`src/rtl/brd_irq_pkg.sv`:
```
package brd_irq_pkg;

  typedef enum logic [2:0] {
    SEL_NONE,
    SEL_MASK,
    SEL_STAT,
    SEL_SLOT,
    SEL_SCR
  } reg_sel_e;

  localparam int OFF_MASK  = 'hC0;
  localparam int OFF_STAT  = 'hD0;
  localparam int OFF_SLOT0 = 'hE0;
  localparam int OFF_SLOT1 = 'hE4;
  localparam int N_SCR     = 8;

  // byte offset of scratch word i
  function automatic int scr_off(input int i);
    case (i)
      0:       return 'h10;
      1:       return 'h14;
      2:       return 'h40;
      3:       return 'h60;
      4:       return 'h80;
      5:       return 'h84;
      6:       return 'h88;
      default: return 'h90;
    endcase
  endfunction

endpackage

```
`src/rtl/brd_irq_decode.sv`:
```
module brd_irq_decode
  import brd_irq_pkg::*;
#(
  parameter int ADDR_W = 20,
  localparam int SCR_IW = $clog2(N_SCR)
) (
  input  logic [ADDR_W-1:0] addr,
  output reg_sel_e          sel,
  output logic              slot_idx,
  output logic [SCR_IW-1:0] scr_idx
);

  logic [N_SCR-1:0] scr_hit;

  for (genvar g = 0; g < N_SCR; g++) begin : g_scr_hit
    assign scr_hit[g] = (addr == ADDR_W'(scr_off(g)));
  end

  always_comb begin
    scr_idx = '0;
    for (int i = 0; i < N_SCR; i++) begin
      if (scr_hit[i]) scr_idx = SCR_IW'(i);
    end
  end

  always_comb begin
    slot_idx = 1'b0;
    if (addr == ADDR_W'(OFF_MASK))       sel = SEL_MASK;
    else if (addr == ADDR_W'(OFF_STAT))  sel = SEL_STAT;
    else if (addr == ADDR_W'(OFF_SLOT0)) sel = SEL_SLOT;
    else if (addr == ADDR_W'(OFF_SLOT1)) begin
      sel      = SEL_SLOT;
      slot_idx = 1'b1;
    end
    else if (|scr_hit)                   sel = SEL_SCR;
    else                                 sel = SEL_NONE;
  end

endmodule

```
`src/rtl/brd_irq_core.sv`:
```
module brd_irq_core #(
  parameter int          N_IRQ    = 16,
  parameter int          REG_W    = 20,
  parameter logic [REG_W-1:0] WR_ALLOW = 20'hFEEFF
) (
  input  logic             clk,
  input  logic             rst,
  input  logic [N_IRQ-1:0] irq_in,
  input  logic             wr_mask,
  input  logic             wr_stat,
  input  logic [REG_W-1:0] wdata,
  output logic [N_IRQ-1:0] lvl_q,
  output logic [REG_W-1:0] mask_q,
  output logic [REG_W-1:0] stat_q,
  output logic             irq_q
);

  logic [REG_W-1:0] lvl_ext;
  logic [REG_W-1:0] mask_d;
  logic [REG_W-1:0] stat_d;

  assign lvl_ext = REG_W'(lvl_q);

  always_comb begin
    mask_d = wr_mask ? (wdata & WR_ALLOW) : mask_q;
    // a software write replaces the register and overrides any latch
    stat_d = wr_stat ? (wdata & WR_ALLOW) : (stat_q | (lvl_ext & mask_q));
  end

  always_ff @(posedge clk) begin
    if (rst) begin
      lvl_q  <= '0;
      mask_q <= '0;
      stat_q <= '0;
      irq_q  <= 1'b0;
    end else begin
      lvl_q  <= irq_in;
      mask_q <= mask_d;
      stat_q <= stat_d;
      irq_q  <= |(stat_d & mask_d);
    end
  end

endmodule

```
`src/rtl/brd_slot_reg.sv`:
```
module brd_slot_reg #(
  parameter int DW      = 32,
  parameter int CTL_W   = 5,
  parameter int CD_BIT  = 5,
  parameter int RDY_BIT = 10
) (
  input  logic             clk,
  input  logic             rst,
  input  logic             wr,
  input  logic [CTL_W-1:0] wdata,
  input  logic             cd_lvl,
  output logic [DW-1:0]    rd_val
);

  logic [CTL_W-1:0] ctl_q;

  always_ff @(posedge clk) begin
    if (rst)     ctl_q <= '0;
    else if (wr) ctl_q <= wdata;
  end

  always_comb begin
    rd_val              = '0;
    rd_val[CTL_W-1:0]   = ctl_q;
    rd_val[CD_BIT]      = ~cd_lvl;
    rd_val[RDY_BIT]     = 1'b1;
  end

endmodule

```
`src/rtl/brd_scratch_bank.sv`:
```
module brd_scratch_bank #(
  parameter int DEPTH = 8,
  parameter int DW    = 32,
  localparam int IW   = $clog2(DEPTH)
) (
  input  logic          clk,
  input  logic          wr,
  input  logic [IW-1:0] wr_idx,
  input  logic [DW-1:0] wdata,
  input  logic [IW-1:0] rd_idx,
  output logic [DW-1:0] rd_data
);

  logic [DW-1:0] mem [DEPTH];

  always_ff @(posedge clk) begin
    if (wr) mem[wr_idx] <= wdata;
    rd_data <= mem[rd_idx];
  end

endmodule

```
`src/rtl/brd_irq_ctrl.sv`:
```
module brd_irq_ctrl
  import brd_irq_pkg::*;
#(
  parameter int ADDR_W = 20,
  parameter int DW     = 32,
  parameter int N_IRQ  = 16,
  parameter int REG_W  = 20,
  parameter int CD_IRQ0 = 9,
  parameter int CD_IRQ1 = 13,
  parameter int CTL_W  = 5
) (
  input  logic              clk,
  input  logic              rst,
  input  logic [N_IRQ-1:0]  irq_in,
  input  logic [ADDR_W-1:0] bus_addr,
  input  logic              bus_wen,
  input  logic [DW-1:0]     bus_wdata,
  input  logic              bus_ren,
  output logic [DW-1:0]     bus_rdata,
  output logic              irq_out
);

  localparam int SCR_IW = $clog2(N_SCR);

  reg_sel_e          sel;
  reg_sel_e          sel_q;
  logic              slot_idx;
  logic [SCR_IW-1:0] scr_idx;
  logic              wr_mask;
  logic              wr_stat;
  logic [N_IRQ-1:0]  lvl_q;
  logic [REG_W-1:0]  mask_q;
  logic [REG_W-1:0]  stat_q;
  logic [DW-1:0]     slot_rd [2];
  logic [DW-1:0]     scr_q;
  logic [DW-1:0]     rd_mux;
  logic [DW-1:0]     oth_q;

  brd_irq_decode #(.ADDR_W(ADDR_W)) u_dec (
    .addr     (bus_addr),
    .sel      (sel),
    .slot_idx (slot_idx),
    .scr_idx  (scr_idx)
  );

  assign wr_mask = bus_wen && (sel == SEL_MASK);
  assign wr_stat = bus_wen && (sel == SEL_STAT);

  brd_irq_core #(.N_IRQ(N_IRQ), .REG_W(REG_W)) u_core (
    .clk     (clk),
    .rst     (rst),
    .irq_in  (irq_in),
    .wr_mask (wr_mask),
    .wr_stat (wr_stat),
    .wdata   (bus_wdata[REG_W-1:0]),
    .lvl_q   (lvl_q),
    .mask_q  (mask_q),
    .stat_q  (stat_q),
    .irq_q   (irq_out)
  );

  for (genvar g = 0; g < 2; g++) begin : g_slot
    localparam int CDI = (g == 0) ? CD_IRQ0 : CD_IRQ1;
    brd_slot_reg #(.DW(DW), .CTL_W(CTL_W)) u_slot (
      .clk    (clk),
      .rst    (rst),
      .wr     (bus_wen && (sel == SEL_SLOT) && (slot_idx == 1'(g))),
      .wdata  (bus_wdata[CTL_W-1:0]),
      .cd_lvl (lvl_q[CDI]),
      .rd_val (slot_rd[g])
    );
  end

  brd_scratch_bank #(.DEPTH(N_SCR), .DW(DW)) u_scr (
    .clk     (clk),
    .wr      (bus_wen && (sel == SEL_SCR)),
    .wr_idx  (scr_idx),
    .wdata   (bus_wdata),
    .rd_idx  (scr_idx),
    .rd_data (scr_q)
  );

  always_comb begin
    case (sel)
      SEL_MASK: rd_mux = DW'(mask_q);
      SEL_STAT: rd_mux = DW'(stat_q);
      SEL_SLOT: rd_mux = slot_rd[slot_idx];
      default:  rd_mux = '0;
    endcase
  end

  always_ff @(posedge clk) begin
    if (rst) begin
      sel_q <= SEL_NONE;
      oth_q <= '0;
    end else begin
      sel_q <= bus_ren ? sel : SEL_NONE;
      oth_q <= bus_ren ? rd_mux : '0;
    end
  end

  assign bus_rdata = (sel_q == SEL_SCR) ? scr_q : oth_q;

endmodule

```
`config.mk`:
```
export PLATFORM = sky130hd
export DESIGN_NAME = brd_irq_ctrl
export DESIGN_NICKNAME = d
export VERILOG_FILES = /design/src/rtl/brd_irq_pkg.sv /design/src/rtl/brd_irq_decode.sv /design/src/rtl/brd_irq_core.sv /design/src/rtl/brd_slot_reg.sv /design/src/rtl/brd_scratch_bank.sv /design/src/rtl/brd_irq_ctrl.sv
export SDC_FILE = /design/constraint.sdc
export NUM_CORES = 1
export LEC_CHECK = 0
export BUFFER_PORTS_ARGS = -buffer_cell sky130_fd_sc_hd__buf_2
export CORE_ASPECT_RATIO = 0.5
export CORE_MARGIN = 4
export CORE_UTILIZATION = 55
export CTS_BUF_LIST = sky130_fd_sc_hd__clkbuf_8 sky130_fd_sc_hd__clkbuf_16
export DETAILED_ROUTE_END_ITERATION = 10
export PLACE_DENSITY = 0.77
export SLEW_MARGIN = 20
export SYNTH_ARGS = -nofsm -noshare
export SYNTH_HDL_FRONTEND = slang
export SYNTH_SLANG_ARGS = --single-unit
```
`constraint.sdc`:
```
create_clock -name clk -period 8.5 [get_ports clk]
set_input_delay 1.275 -clock clk [delete_from_list [all_inputs] [get_ports clk]]
set_output_delay 1.275 -clock clk [all_outputs]
set_load 0.01 [all_outputs]
```
==> results.py <==
metrics = {
    "synth": {
        "syn-instance-count": 1237,
        "yosysWarnings": 0,
        "ys_ff_latch": 378,
        "synth_seq_area_share": 0.690,
        "synth_nets": 1309,
        "synth_cell_types": 59,
        "synth_area_leaders": "edfxtp_1 52%, dfxtp_1 17%, nand2_1 7.8%",
        "syn_area_per_cell_um2": 11.9,
        "synthFlopType": "edfxtp_1",
        "async_flop_share": 0,
        "yosysTopAreaCell": "edfxtp_1",
        "netlist.area_leader.share": 0.524,
        "synth_area_mm2": 0.0147,
        "synth_edf_count": 256,
    },
    "route": {
        "via_per_inst": 6.07,
        "drc": 0,
        "ant_nets": 0,
        "drt_pass1_iterations": 6,
        "avgRoutedWirePerCell_um": 21.6,
        "drt_iter0_markers": 1252,
        "vias": 10300,
        "wl_um": 36700,
    },
    "clock_tree": {
        "clkSinkCount": 378,
        "cts_made_buffers": 31,
        "htreeDepth": 1,
        "cts.repair.resized": 0,
        "post_cts_buffers": 0,
        "cts_tree": "done",
        "cts_root_buffer": "clkbuf_16",
        "cts_hold_buf": 0,
        "clkLatencyLatePin_ps": 590,
        "clockBufferDepth": 3,
        "path_clk_slew_ps": 70,
    },
    "die": {
        "core_mm2": 0.0258,
        "die_w_um": 239,
        "initial_core_util": 0.570,
        "fp-row-count": 41,
        "die-area_mm2": 0.0295,
        "die_y_um": 124,
        "io_pins": 105,
    },
    "global_route": {
        "grt-ovfl-total": 0,
        "grt_first_pass_wirelength_um": 56500,
        "grt_pass1_vias": 10100,
        "antenna_found_initial": 2,
        "grt_start_max_net_pins": 90,
        "grtUsageTotal": 0.248,
    },
    "finish": {
        "synthToLayoutAreaGrowth_pct": 13.4,
        "final_core_utilization": 0.647,
        "final_common_cell": "nand2_1",
        "final_cell_mix": "304 x nand2_1, 256 x edfxtp_1, 155 x a21oi_1, 122 x dfxtp_1, 104 x buf_2",
        "final_area_mm2": 0.0167,
        "fin_nets": 1398,
        "final_layout_size_suffix_gt1_frac": 0.162,
        "n_fill_cell": 1850,
        "diodes": 0,
    },
    "setup_path": {
        "crit_top_cell": "buf_4",
        "end_kind": "register",
        "path_depth": 10,
        "crit_path_max_incr_delay_ps": 730,
        "cp_slowest_cell": "buf_4",
        "r2r_slack_ps": 6690,
        "timing.critical_path.fanout_max": 73,
        "worst-path-buf-inv": 3,
        "worstPathCellList": "buf_2 -> nor4_2 -> and3_1 -> nand3_1 -> o32ai_4 -> buf_4 -> buf_4 -> nand2_1 -> a21oi_1 -> or4_1",
        "crit_arrival_ps": 4620,
        "required_ps": 9030,
        "crit_type": "in -> reg",
        "reg2reg_depth": 7,
        "reg2reg_from": "u_core.mask_q[17]",
        "rr_endpoint": "u_core.irq_q",
        "cpLargestDelayFamily": "simple AND/OR/NAND/NOR gates",
        "startpoint": "bus_addr[13]",
        "cp-start-kind": "input pin",
    },
    "place": {
        "detailed_place.area_mm2": 0.0156,
        "port_buffers": 104,
        "dp_hpwl_um": 21400,
        "gp_routability_congestion": 0.911,
    },
    "worst_hold_path": {
        "hold_path.class": "reg -> reg",
        "holdPathEnd": "u_core.stat_q[16]",
        "holdPathStages": 2,
        "worstHoldStart": "u_core.stat_q[16]",
    },
    "flow_run": {
        "max_cap_violations": 0,
    },
    "timing": {
        "period_needed_ps": 4090,
        "finalMaxSlewViolations": 0,
        "slew_headroom": 0.256,
        "fin_crit_sh": 0.481,
        "worst_pin_slew_ps": 1100,
        "hold_viol_final": 0,
        "finClkSkew_ps": 11.0,
        "hold_slack_ps": 475,
        "finalSetupTns_ps": 0,
        "setup_viol": 0,
        "fmax_mhz": 245,
        "rsz0062_at_grt": "false",
    },
    "power_and_ir_drop": {
        "netSwitchingFraction": 0.200,
        "combPwrFrac": 0.020,
        "clockPowerShare": 0.413,
        "switchingPower_uw": 695,
        "p_int_mw": 2.77,
        "fin_total_pwr_mw": 3.46,
        "seq_power_share": 0.567,
        "p_leak_nw": 6.10,
        "power-per-cell-area_mw_per_mm2": 208,
        "vdd_drop_max_uv": 137,
    },
    "outcome": {
        "run_status": "completed",
    },
}
synth_stat cells, types with 2 or more instances:
master and n:
a2111oi_0 3, a211oi_1 16, a21oi_1 155, a221oi_1 2, a222oi_1 7, a22oi_1 18, a31oi_1 3, a41o_1 2
and2_1 13, and3_1 7, buf_1 3, buf_2 14, buf_4 2, buf_6 10, clkbuf_1 41, dfxtp_1 122
edfxtp_1 256, inv_1 5, mux2_2 25, mux2i_1 16, nand2_1 304, nand3_1 8, nand4_1 6, nand4b_1 3
nor2_1 68, nor2b_1 19, nor3_1 13, nor3b_1 3, nor4_1 4, nor4_2 2, o211a_1 4, o21ai_0 17
o22ai_1 3, o311a_1 2, o31ai_1 2, o32ai_1 2, or3_1 3, or4_1 32, xor2_1 2
layout make-up:
class	instances	area, µm²	area share
flip-flops and latches	378	10100	0.608
multi-input cells	784	4270	0.256
clock buffers	38	872	0.0524
repair buffers	126	778	0.0467
well taps	344	430	0.0258
clock inverters	20	154	0.00924
inverters	5	18.8	0.00113
flip-flops by register name, summed over array words and instances (netlist names):
register / flops
u_scr.rd_data: 32
sel_q: 3
g_slot.u_slot.ctl_q: 10
u_core.irq_q: 1
u_core.mask_q: 20
oth_q: 20
u_scr.mem: 256
u_core.stat_q: 20
u_core.lvl_q: 16
per-stage QoR:
stage               std cells  setup WS [ps]
detailed placement       1636           3910
finish                   1695           4410
global placement         1632           3970
floorplan                1237           3000
CTS                      1694           4450
global route             1695           4230
worst register-to-register path: stages, from the launching register on:
cell       delay, ps
dfxtp_1          340
a22oi_1          190
a31oi_1          120
a21o_1           170
mux2i_1          130
o211ai_1         100
a2111oi_0        410
a31oi_1          190
power by group through the flow:
stage,sequential (mW),combinational (mW),clock [mW]
6_report,1.97,0.0682,1.43
5_1_grt,1.96,0.0742,1.53
4_1_cts,1.97,0.0669,1.44
3_5_place_dp,2.01,0.0667,0
3_3_place_gp,2.01,0.0639,0
2_1_floorplan,2.01,0.0200,0
worst max-delay path by stage:
stage / to / slack (ps)
after floorplan: u_scr.mem[6][0] / 3000
after global placement: u_scr.mem[2][29] / 3970
after detailed placement: u_scr.rd_data[0] / 3910
after CTS: u_scr.rd_data[0] / 4450
after global routing: u_scr.rd_data[13] / 4230
final: u_scr.rd_data[16] / 4410
kinds of logic (layout without fill, tap and decap cells):
family / count (synthesis) / count (layout) / share of synthesized area
buf+inv: 75 / 189 / 0.0260
simple gates: 493 / 493 / 0.151
compound gates: 247 / 247 / 0.101
flops: 378 / 378 / 0.690
xor+xnor: 2 / 2 / 0.00119
mux: 42 / 42 / 0.0308
layer usage:
layer	vias to the layer above	wire length, µm	track usage
li1	4651	-	-
met1	4978	15100	0.346
met2	563	17000	0.398
met3	90	3490	0.0533
met4	2	1030	0.0790
met5	-	11	0
Note: power is estimated with default switching activity, not from simulation.
